--- src/rtl/plic_pkg.sv ---
package plic_pkg;

  localparam logic [25:0] EN_BASE    = 26'h0002000;
  localparam logic [25:0] CTX_BASE   = 26'h0200000;

  typedef enum logic [2:0] {
    K_NONE, K_PRIO, K_EN, K_THR, K_CLAIM
  } kind_e;

  typedef struct packed {
    kind_e       kind;
    logic [15:0] idx;
    logic [15:0] ctx;
  } dec_t;

  // Map a byte address to register kind, source index and context number.
  function automatic dec_t decode(input logic [25:0] a);
    dec_t        d;
    logic [25:0] off;
    d.kind = K_NONE;
    d.idx  = 16'd0;
    d.ctx  = 16'd0;
    if (a < EN_BASE) begin
      d.kind = K_PRIO;
      d.idx  = 16'(a[12:2]);
    end else if (a < CTX_BASE) begin
      off   = a - EN_BASE;
      d.ctx = 16'(off[25:7]);
      if (off[6:2] == 5'd0) d.kind = K_EN;
    end else begin
      off   = a - CTX_BASE;
      d.ctx = 16'(off[25:12]);
      if (off[11:2] == 10'd0)      d.kind = K_THR;
      else if (off[11:2] == 10'd1) d.kind = K_CLAIM;
    end
    return d;
  endfunction

endpackage

--- src/rtl/plic_gateway.sv ---
module plic_gateway (
  input  logic clk,
  input  logic rst_n,
  input  logic req_in,
  input  logic claim_i,
  input  logic complete_i,
  output logic pending_o,
  output logic in_service_o
);

  always_ff @(posedge clk or negedge rst_n) begin
    if (!rst_n) begin
      pending_o    <= 1'b0;
      in_service_o <= 1'b0;
    end else if (claim_i) begin
      pending_o    <= 1'b0;
      in_service_o <= 1'b1;
    end else begin
      if (complete_i) in_service_o <= 1'b0;
      if (!in_service_o && req_in) pending_o <= 1'b1;
    end
  end

  // a claim empties the pending bit
  p_claim_clears_r6: assert property (@(posedge clk) disable iff (!rst_n)
    claim_i |=> !pending_o);

  // no new request while the source is in service
  p_blocked_r6: assert property (@(posedge clk) disable iff (!rst_n)
    (in_service_o && !claim_i) |=> !pending_o);

  // completion re-arms the gateway
  p_rearm_r7: assert property (@(posedge clk) disable iff (!rst_n)
    (complete_i && !claim_i) |=> !in_service_o);

endmodule

--- src/rtl/plic_select.sv ---
module plic_select #(
  parameter int NUM_SRC = 31,
  parameter int PRIO_W  = 3,
  localparam int ID_W   = $clog2(NUM_SRC + 1)
) (
  input  logic                          clk,
  input  logic                          rst_n,
  input  logic [NUM_SRC:0]              pending,
  input  logic [NUM_SRC:0]              enable,
  input  logic [NUM_SRC:0][PRIO_W-1:0]  prio,
  input  logic [PRIO_W-1:0]             threshold,
  output logic [ID_W-1:0]               best_id,
  output logic                          any_o
);

  logic [PRIO_W-1:0] best_p;

  // Strict compare keeps the lowest id on ties; id 0 never wins since its
  // priority is held at 0 and cannot exceed any threshold.
  always_comb begin
    best_id = '0;
    best_p  = '0;
    for (int i = 0; i <= NUM_SRC; i++) begin
      if (pending[i] && enable[i] && (prio[i] > threshold) && (prio[i] > best_p)) begin
        best_id = ID_W'(i);
        best_p  = prio[i];
      end
    end
  end

  assign any_o = (best_id != '0);

  // the reported winner is pending, enabled and above threshold
  p_winner_ok_r4: assert property (@(posedge clk) disable iff (!rst_n)
    any_o |-> (pending[best_id] && enable[best_id] && (prio[best_id] > threshold)));

endmodule

--- src/rtl/plic_core.sv ---
module plic_core
  import plic_pkg::*;
#(
  parameter int NUM_SRC = 31,
  parameter int NUM_CTX = 2,
  parameter int PRIO_W  = 3
) (
  input  logic                clk,
  input  logic                rst_n,
  input  logic [NUM_SRC:1]    src_irq,
  input  logic                bus_wr,
  input  logic                bus_rd,
  input  logic [25:0]         bus_addr,
  input  logic [31:0]         bus_wdata,
  output logic [31:0]         bus_rdata,
  output logic [NUM_CTX-1:0]  ctx_irq
);

  localparam int ID_W  = $clog2(NUM_SRC + 1);
  localparam int CTX_W = (NUM_CTX > 1) ? $clog2(NUM_CTX) : 1;

  logic [NUM_SRC:0][PRIO_W-1:0]  prio_q;
  logic [NUM_CTX-1:0][NUM_SRC:0] en_q;
  logic [NUM_CTX-1:0][PRIO_W-1:0] thr_q;
  logic [NUM_SRC:0]              pend, svc, claim_v, done_v;
  logic [NUM_CTX-1:0][ID_W-1:0]  best_id;

  dec_t             dec;
  logic             ctx_ok, idx_ok, claim_rd, done_wr;
  logic [CTX_W-1:0] cx;

  always_comb begin
    dec      = decode(bus_addr);
    ctx_ok   = (dec.ctx < 16'(NUM_CTX));
    idx_ok   = (dec.idx >= 16'd1) && (dec.idx <= 16'(NUM_SRC));
    cx       = dec.ctx[CTX_W-1:0];
    claim_rd = bus_rd && (dec.kind == K_CLAIM) && ctx_ok;
    done_wr  = bus_wr && (dec.kind == K_CLAIM) && ctx_ok;
  end

  // Retire / complete strobes per source
  always_comb begin
    claim_v = '0;
    done_v  = '0;
    for (int i = 1; i <= NUM_SRC; i++) begin
      claim_v[i] = claim_rd && (best_id[cx] == ID_W'(i));
      done_v[i]  = done_wr && (bus_wdata == 32'(i)) && svc[i];
    end
  end

  // Configuration registers
  always_ff @(posedge clk or negedge rst_n) begin
    if (!rst_n) begin
      prio_q <= '0;
      en_q   <= '0;
      thr_q  <= '0;
    end else if (bus_wr) begin
      case (dec.kind)
        K_PRIO: if (idx_ok) prio_q[dec.idx[ID_W-1:0]] <= bus_wdata[PRIO_W-1:0];
        K_EN:   if (ctx_ok) en_q[cx] <= {bus_wdata[NUM_SRC:1], 1'b0};
        K_THR:  if (ctx_ok) thr_q[cx] <= bus_wdata[PRIO_W-1:0];
        default: ;
      endcase
    end
  end

  assign pend[0] = 1'b0;
  assign svc[0]  = 1'b0;

  for (genvar g = 1; g <= NUM_SRC; g++) begin : g_gw
    plic_gateway u_gw (
      .clk          (clk),
      .rst_n        (rst_n),
      .req_in       (src_irq[g]),
      .claim_i      (claim_v[g]),
      .complete_i   (done_v[g]),
      .pending_o    (pend[g]),
      .in_service_o (svc[g])
    );
  end

  for (genvar c = 0; c < NUM_CTX; c++) begin : g_ctx
    plic_select #(.NUM_SRC(NUM_SRC), .PRIO_W(PRIO_W)) u_sel (
      .clk       (clk),
      .rst_n     (rst_n),
      .pending   (pend),
      .enable    (en_q[c]),
      .prio      (prio_q),
      .threshold (thr_q[c]),
      .best_id   (best_id[c]),
      .any_o     (ctx_irq[c])
    );
  end

  // Read mux
  always_comb begin
    bus_rdata = '0;
    case (dec.kind)
      K_PRIO:  if (idx_ok) bus_rdata = 32'(prio_q[dec.idx[ID_W-1:0]]);
      K_EN:    if (ctx_ok) bus_rdata = 32'(en_q[cx]);
      K_THR:   if (ctx_ok) bus_rdata = 32'(thr_q[cx]);
      K_CLAIM: if (ctx_ok) bus_rdata = 32'(best_id[cx]);
      default: ;
    endcase
  end

  // an idle context's claim returns 0
  p_claim_idle_zero_r5: assert property (@(posedge clk) disable iff (!rst_n)
    (claim_rd && !ctx_irq[cx]) |-> (bus_rdata == 32'd0));

  // at most one source is retired per cycle
  p_claim_onehot_r6: assert property (@(posedge clk) disable iff (!rst_n)
    $onehot0(claim_v));

  // unmapped reads return 0
  p_unmapped_zero_r8: assert property (@(posedge clk) disable iff (!rst_n)
    (bus_rd && (dec.kind == K_NONE)) |-> (bus_rdata == 32'd0));

endmodule

--- config.mk ---
export PLATFORM = sky130hd
export DESIGN_NAME = plic_core
export DESIGN_NICKNAME = d
export VERILOG_FILES = /design/src/rtl/plic_pkg.sv /design/src/rtl/plic_gateway.sv /design/src/rtl/plic_select.sv /design/src/rtl/plic_core.sv
export SDC_FILE = /design/constraint.sdc
export NUM_CORES = 1
export LEC_CHECK = 0
export BUFFER_PORTS_ARGS = -buffer_cell sky130_fd_sc_hd__buf_2
export CAP_MARGIN = 20
export CORE_ASPECT_RATIO = 0.9
export CORE_UTILIZATION = 56
export CTS_CLUSTER_DIAMETER = 50
export DETAILED_ROUTE_END_ITERATION = 6
export PLACE_DENSITY_LB_ADDON = 0.15
export SLEW_MARGIN = 20
export SYNTH_ARGS = -nofsm -noshare
export SYNTH_HDL_FRONTEND = slang
export SYNTH_SLANG_ARGS = --single-unit
--- constraint.sdc ---
create_clock -name clk -period 72.2 [get_ports clk]
set_input_delay 18.05 -clock clk [delete_from_list [all_inputs] [get_ports clk]]
set_output_delay 18.05 -clock clk [all_outputs]
set_load 0.03 [all_outputs]
==> results of run 1 <==
## per-stage QoR
stage	instances	power [W]	util [%]	worst slack (ps)	hold slack, ps
after floorplan	2904	0.000136	-	13550	452
after global placement	3490	0.000146	60.1	8860	387
after detailed placement	3490	0.000146	60.1	7930	398
after CTS	3556	0.000329	63.2	6960	411
after global routing	3559	0.000335	63.3	3000	415
final	3560	0.000329	63.3	5810	417
## placed cells by master (no fill, tap or decap), types with 36 or more instances in the layout
cell type / synthesis / layout
a21oi_1: 238 / 238
nand3_1: 116 / 116
o21ai_0: 201 / 200
buf_2: 3 / 123
nor3_1: 38 / 38
ha_1: 266 / 266
clkbuf_16: 0 / 36
and2_1: 37 / 37
a31oi_1: 46 / 46
nor2_1: 202 / 199
o21a_1: 36 / 36
nand2_1: 336 / 335
a21o_1: 50 / 50
dfrtp_1: 226 / 226
inv_1: 185 / 185
nor2b_1: 39 / 39
mux2_2: 151 / 151
## logic make-up (layout without fill, tap and decap cells)
group | count (synthesis) | count (layout) | share of synthesized area (%)
compound gates | 961 | 961 | 27.6
simple gates | 961 | 961 | 19.8
fa+ha+maj | 294 | 294 | 15.4
buf+inv | 286 | 399 | 4.64
flops | 226 | 226 | 24.0
mux | 175 | 175 | 8.53
xor+xnor | 1 | 1 | 0.0373
other cells | 0 | 3 | 0
## worst register-to-register path, delay by kind of cell (launching register included)
kind,cells,cell delay [ps]
adders and majority gates,38,11760
muxes,9,3500
DFF,1,390
and+or+nand+nor,64,10020
buffers and inverters,8,1530
AOI/OAI and AO/OA,84,20780
## Yosys cell counts, drive strengths merged (16+ instances only)
library cell and n:
dfrtp 226, and3 27, o221ai 23, o21a 36
nor4 19, or2 28, a311oi 35, a22oi 16
a21boi 21, clkbuf 88, nand2 336, and2 41
o21ai 225, a31oi 47, nand3b 16, o31ai 19
nor2b 40, a221oi 16, a31o 18, o22ai 25
ha 266, nand4 33, a21o 50, maj3 28
a211oi 32, nor3 41, nor2 202, inv 185
a21oi 239, mux2i 19, nand3 117, o211ai 31
mux2 151
## flip-flops by register name, indices dropped and copies added, names as in the netlist
signal and count:
thr_q 6, prio_q 96, g_gw.u_gw.in_service_o 31, en_q 62, g_gw.u_gw.pending_o 31
## routing by layer
| layer | global-route usage [%] | vias up |
|---|---|---|
| li1 | - | 11119 |
| met1 | 55.1 | 11864 |
| met2 | 60.4 | 1476 |
| met3 | 10.5 | 257 |
| met4 | 17.0 | 0 |
| met5 | 0 | - |
## worst paths after layout
path | start | endpoint | slack [ps] | depth (start not counted)
min in group asynchronous | rst_n | g_gw[11].u_gw.in_service_o$_DFFE_PN0P_ | 17510 | 1
max | thr_q[4]$_DFFE_PN0P_ | ctx_irq[1] | 5810 | 203
min | prio_q[1]$_DFFE_PN0P_ | prio_q[1]$_DFFE_PN0P_ | 420 | 0
min reg2reg | prio_q[1]$_DFFE_PN0P_ | prio_q[1]$_DFFE_PN0P_ | 420 | 0
max reg2reg | thr_q[4]$_DFFE_PN0P_ | g_gw[1].u_gw.pending_o$_DFFE_PN0P_ | 24070 | 203
max in group asynchronous | rst_n | prio_q[59]$_DFFE_PN0P_ | 53180 | 2
## power groups by stage
stage	Combinational (W)	Sequential, W	Clock (W)
3_5_place_dp	0.0000171	0.000129	0
4_1_cts	0.0000172	0.000127	0.000185
3_3_place_gp	0.0000167	0.000129	0
6_report	0.0000179	0.000127	0.000184
2_1_floorplan	0.00000700	0.000129	0
5_1_grt	0.0000188	0.000127	0.000190
## area by class of cell
| class | instances | area, sq um |
|---|---|---|
| Multi-Input combinational cell | 2392 | 16800 |
| Fill cell | 3622 | 15100 |
| Sequential cell | 226 | 5660 |
| Clock buffer | 42 | 963 |
| Timing Repair Buffer | 148 | 831 |
| Inverter | 185 | 694 |
| Tap cell | 540 | 676 |
| Clock inverter | 24 | 303 |
| Antenna cell | 3 | 7.51 |
==> metrics, run 1 <==
status=complete, but fails checks; failing checks=DRC; Wirelength per Cell=~25 um; sequential power share=about two fifths; area grow syn2layout=10.3%; Final Critical Period=around 66000 ps; final WL=around 87 mm; hpwl dp=roughly 65 mm; CTS Buf Count=36; critical path startpoint category=flop; Combinational Power Share=between 5 and 6%; synth warn=0; arrival time worst endpoint=48340 ps; Cell Pwr Density=about 13 nW/um^2; Setup Viol. Count Final=0; Post-synth ARST share=100%; crit end category=primary output; sequential share of the synthesized area=between 20% and 30%; Hold-fix buffers, CTS=0; uppermost layer routed=met4; Detail Route Antenna Nets=0; switching power=0.0000896 W; Clock power frac=a little under three fifths; Crit path max-delay family=compound AO/OA/AOI/OAI gates; Synth top area share=24.0%; num ports=127; Post-Syn Nets=around 3300; first-pass GRT wire length=about 130 mm; Site Rows=70; Synth Cell Area=between 20000 and 25000 sq um; P_int=0.000239 W; clk slew on worst S/H paths=60 ps; DR iter-0 viols=2844; CTS H-tree lvls=2; Yosys cell types=around 110; root buf cell=clkbuf_16; met2 WL=36.9 mm; I/O Buffers=124; Starting Density=a little under three fifths; critical path type=flop to primary output; gr ovfl total=0; vias in the first global route=between 20000 and 25000; pin count of the biggest net entering global routing=97; Slew Limit Fails=0; share of cells above drive strength 1=between 15 and 20%; Sw Share=a little over a quarter; Synth area leaders=dfrtp_1, ha_1, mux2_2, nand2_1, a21oi_1; RSZ-0062 raised after global routing=false; CTS Buffer Depth=3; DP Area=about 25000 sq um; fin crit share=92.0%; Tightest Hold Check Type=flop to flop; DR vias/cell=6.94; met3 wire len=11.1 mm; Max VDD drop=roughly 17 uV; Met1 Wirelength=35.8 mm; All-Layer GR Usage=between 40% and 50%; setup TNS=0 ps; Worst Path Buf+Inv=9; die width=between 200 and 250 um; Clock Latency Late Sink=around 600 ps; # nets final=~3300; core area=41000 sq um; CP max FO=13; register bit total from synthesis=between 200 and 250; most frequent CP cell=ha_1; antenna violations before repair=4; Worst Skew=roughly 39 ps; Hold Violations, Final=0; WP data required=between 50000 and 60000 ps; post-CTS setup buffers=0; Max Cap Viol=0; # DRC=3; routed vias=~25000; CTS Sinks=roughly 230; CTS resizes=0; Finished Cell Area=roughly 26000 sq um; largest area contributor in the netlist=dfrtp_1; CP peak stage delay=750 ps; Slew headroom=25.6%; die area=~43000 sq um; Slew @ Worst Pin=1110 ps; Max Fclk=roughly 0.015 GHz; CP max-delay cell=a2111oi_0; most common flop cell mapped by yosys=dfrtp_1; Final Wtd Congestion=~1.0; Initial DRT Pass Iterations=7; Die Y=196 um; Post-synth EDFFs=0; Leak=between 10 and 15 nW; Mean Syn Cell Area=a little over 8 sq um; count of mapped cells out of synthesis=2904; CTS tree=yes
Note: power is estimated with default switching activity, not from simulation.
==> run 2, diff against run 1 <==
- RECOVER_POWER: not set -> 100
==> run 2 against run 1 <==
  * The run ends with capacitance limit, slew limit left
  * Fmax decreased by 1.8%
  * Critical path type unchanged
  * Via count unchanged
  * Setup slack got worse by 1200 ps
  * Sequential cell count unchanged
  * Non-clock buffer count unchanged
  * Critical path depth increased by 8
  * Power decreased by 0.21%
  * Die area unchanged
  * Core utilization decreased by 0.40 points
  * Cell count unchanged
  * Clock skew increased by 0.65 ps
==> metrics, run 2 (same netlist as run 1, synthesis figures left out) <==
status=complete, but fails checks; failing checks=capacitance limit, slew limit; die area=42800 sq um (unchanged); Reg with most FFs=prio_q; fin crit share=93.6% (+1.7 points); die width=218 um (unchanged); critical path startpoint category=flop; CTS Buf Count=36 (unchanged); first-pass GRT wire length=134 mm (unchanged); DR vias/cell=6.94 (unchanged); # nets final=3348 (unchanged); routed vias=24716 (unchanged); vias in the first global route=23584 (unchanged); # DRC=0 (-3); Final Critical Period=67590 ps (+1210 ps); I/O Buffers=124 (unchanged); hpwl dp=65.1 mm (unchanged); Die Y=196 um (unchanged); Max Fclk=0.0148 GHz (-1.8%); DP Area=24600 sq um (unchanged); All-Layer GR Usage=40.4% (unchanged); pin count of the biggest net entering global routing=97 (unchanged); share of cells above drive strength 1=13.8% (-2.0 points); commonest non-fill, non-tap cell in the layout=nand2_1; Wirelength per Cell=24.5 um (-0.13%); critical path type=flop to primary output; CP peak stage delay=810 ps (+60 ps); root buf cell=clkbuf_16; final WL=87.2 mm (-0.13%); CP max FO=11 (-2); Clock Latency Late Sink=590 ps (about the same); Max Cap Viol=7 (+7); antenna violations before repair=4 (unchanged); DR iter-0 viols=2876 (+1.1%); Tightest Hold Check Type=flop to flop; Finished Cell Area=25800 sq um (-0.64%); most frequent cells in the layout=nand2_1, ha_1, a21oi_1; max FFs per register=96 (unchanged); CTS Sinks=226 (unchanged); Leak=11.3 nW (-1.8%); Slew Limit Fails=299 (+299); Hold Violations, Final=0 (unchanged); R2R Setup Slk=22520 ps (-1550 ps); CTS resizes=0 (unchanged); FF/Latch Area=5660 sq um (unchanged); Detail Route Antenna Nets=0 (unchanged); Slew @ Worst Pin=5670 ps (+4560 ps); num ports=127 (unchanged); Worst Skew=40.0 ps (+0.655 ps); CTS Buffer Depth=3 (unchanged); crit end category=primary output; WP data required=54150 ps (about the same); Hold-fix buffers, CTS=0 (unchanged); Initial DRT Pass Iterations=6 (-1); arrival time worst endpoint=49540 ps (+1200 ps); Max VDD drop=17.1 uV (+0.55%); Site Rows=70 (unchanged); CP max-delay cell=o31ai_1; core area=41000 sq um (unchanged); Final Wtd Congestion=1.01 (unchanged); Setup Viol. Count Final=0 (unchanged); area grow syn2layout=9.59%; CTS tree=yes; clk slew on worst S/H paths=60 ps (about the same); most frequent CP cell=ha_1; Largest regs=prio_q (96), en_q (62); Slew headroom=-278% (-300 points); gr ovfl total=0 (unchanged); setup TNS=0 ps (unchanged); number of fill cells in the layout=3657 (+0.97%); Cell Pwr Density=12.7 nW/um^2 (+0.43%); CTS H-tree lvls=2 (unchanged); RSZ-0062 raised after global routing=false; post-CTS setup buffers=0 (unchanged); Starting Density=57.4% (unchanged); multi-input logic area=16700 sq um (-0.55%)
## run 2: cell types whose count changed in the layout (fill, tap and decap cells not counted), moves of 2 or more
cell      delta
o21ai_0     +10
nor4b_1      +2
and2_0       +4
buf_4        -6
or4b_1       +2
clkbuf_1    +38
and2_1       -4
nor4b_2      -2
nor2_1       +2
nor2_4       -2
o21ai_1     -10
buf_2       -31
## run 2: area by class of cell
cell class,instances,area share (%)
Clock inverter,24,1.17
Sequential cell,226,21.9
Tap cell,540,2.62
Inverter,185,2.69
Antenna cell,3,0.0291
Timing Repair Buffer,148,2.94
Clock buffer,42,3.74
Multi-Input combinational cell,2392,64.9
## run 2: per-layer routing
| layer | vias to the layer above | routed length (um) | GRT usage, % |
|---|---|---|---|
| met3 | 266 | 11000 | 10.5 |
| li1 | 11117 | - | - |
| met5 | - | 0 | 0 |
| met4 | 0 | 3440 | 17.0 |
| met2 | 1468 | 37000 | 60.4 |
| met1 | 11865 | 35800 | 55.1 |
## run 2: power by group
part / internal, W / switching (W) / leakage (nW) / total, W
sequential: 0.000127 / 0.000000000126 / 2.87 / 0.000127
clock: 0.000107 / 0.0000760 / 0.626 / 0.000183
combinational: 0.00000453 / 0.0000131 / 7.78 / 0.0000176
total: 0.000239 / 0.0000891 / 11.3 / 0.000328
## run 2: worst max-delay path: cells and delay by family (launching register included)
kind | cells | cell delay, ps
muxes | 4 | 1230
AOI/OAI and AO/OA | 78 | 20400
buffers and inverters | 8 | 940
DFF | 1 | 480
and+or+nand+nor | 73 | 11120
adders and majority gates | 48 | 14720
## run 2: metrics by stage
step                util (%)  power, W  worst slack [ps]  hold slack (ps)  std cells
floorplan                  -  0.000136             13550              452       2904
global placement        60.1  0.000146              8860              387       3490
detailed placement      60.1  0.000146              7930              398       3490
CTS                     63.2  0.000329              6960              411       3556
global route            62.9  0.000335              1510              415       3559
finish                  62.9  0.000328              4610              410       3560
## run 2: final timing paths
check                                      start                                     end  cells past startpoint
max reg2reg                prio_q[4]$_DFFE_PN0P_     g_gw[11].u_gw.pending_o$_DFFE_PN0P_                    211
min                        prio_q[2]$_DFFE_PN0P_                   prio_q[2]$_DFFE_PN0P_                      0
min reg2reg                prio_q[2]$_DFFE_PN0P_                   prio_q[2]$_DFFE_PN0P_                      0
min in group asynchronous                  rst_n  g_gw[11].u_gw.in_service_o$_DFFE_PN0P_                      1
max in group asynchronous                  rst_n                  prio_q[59]$_DFFE_PN0P_                      2
max                        prio_q[4]$_DFFE_PN0P_                            bus_rdata[4]                    211
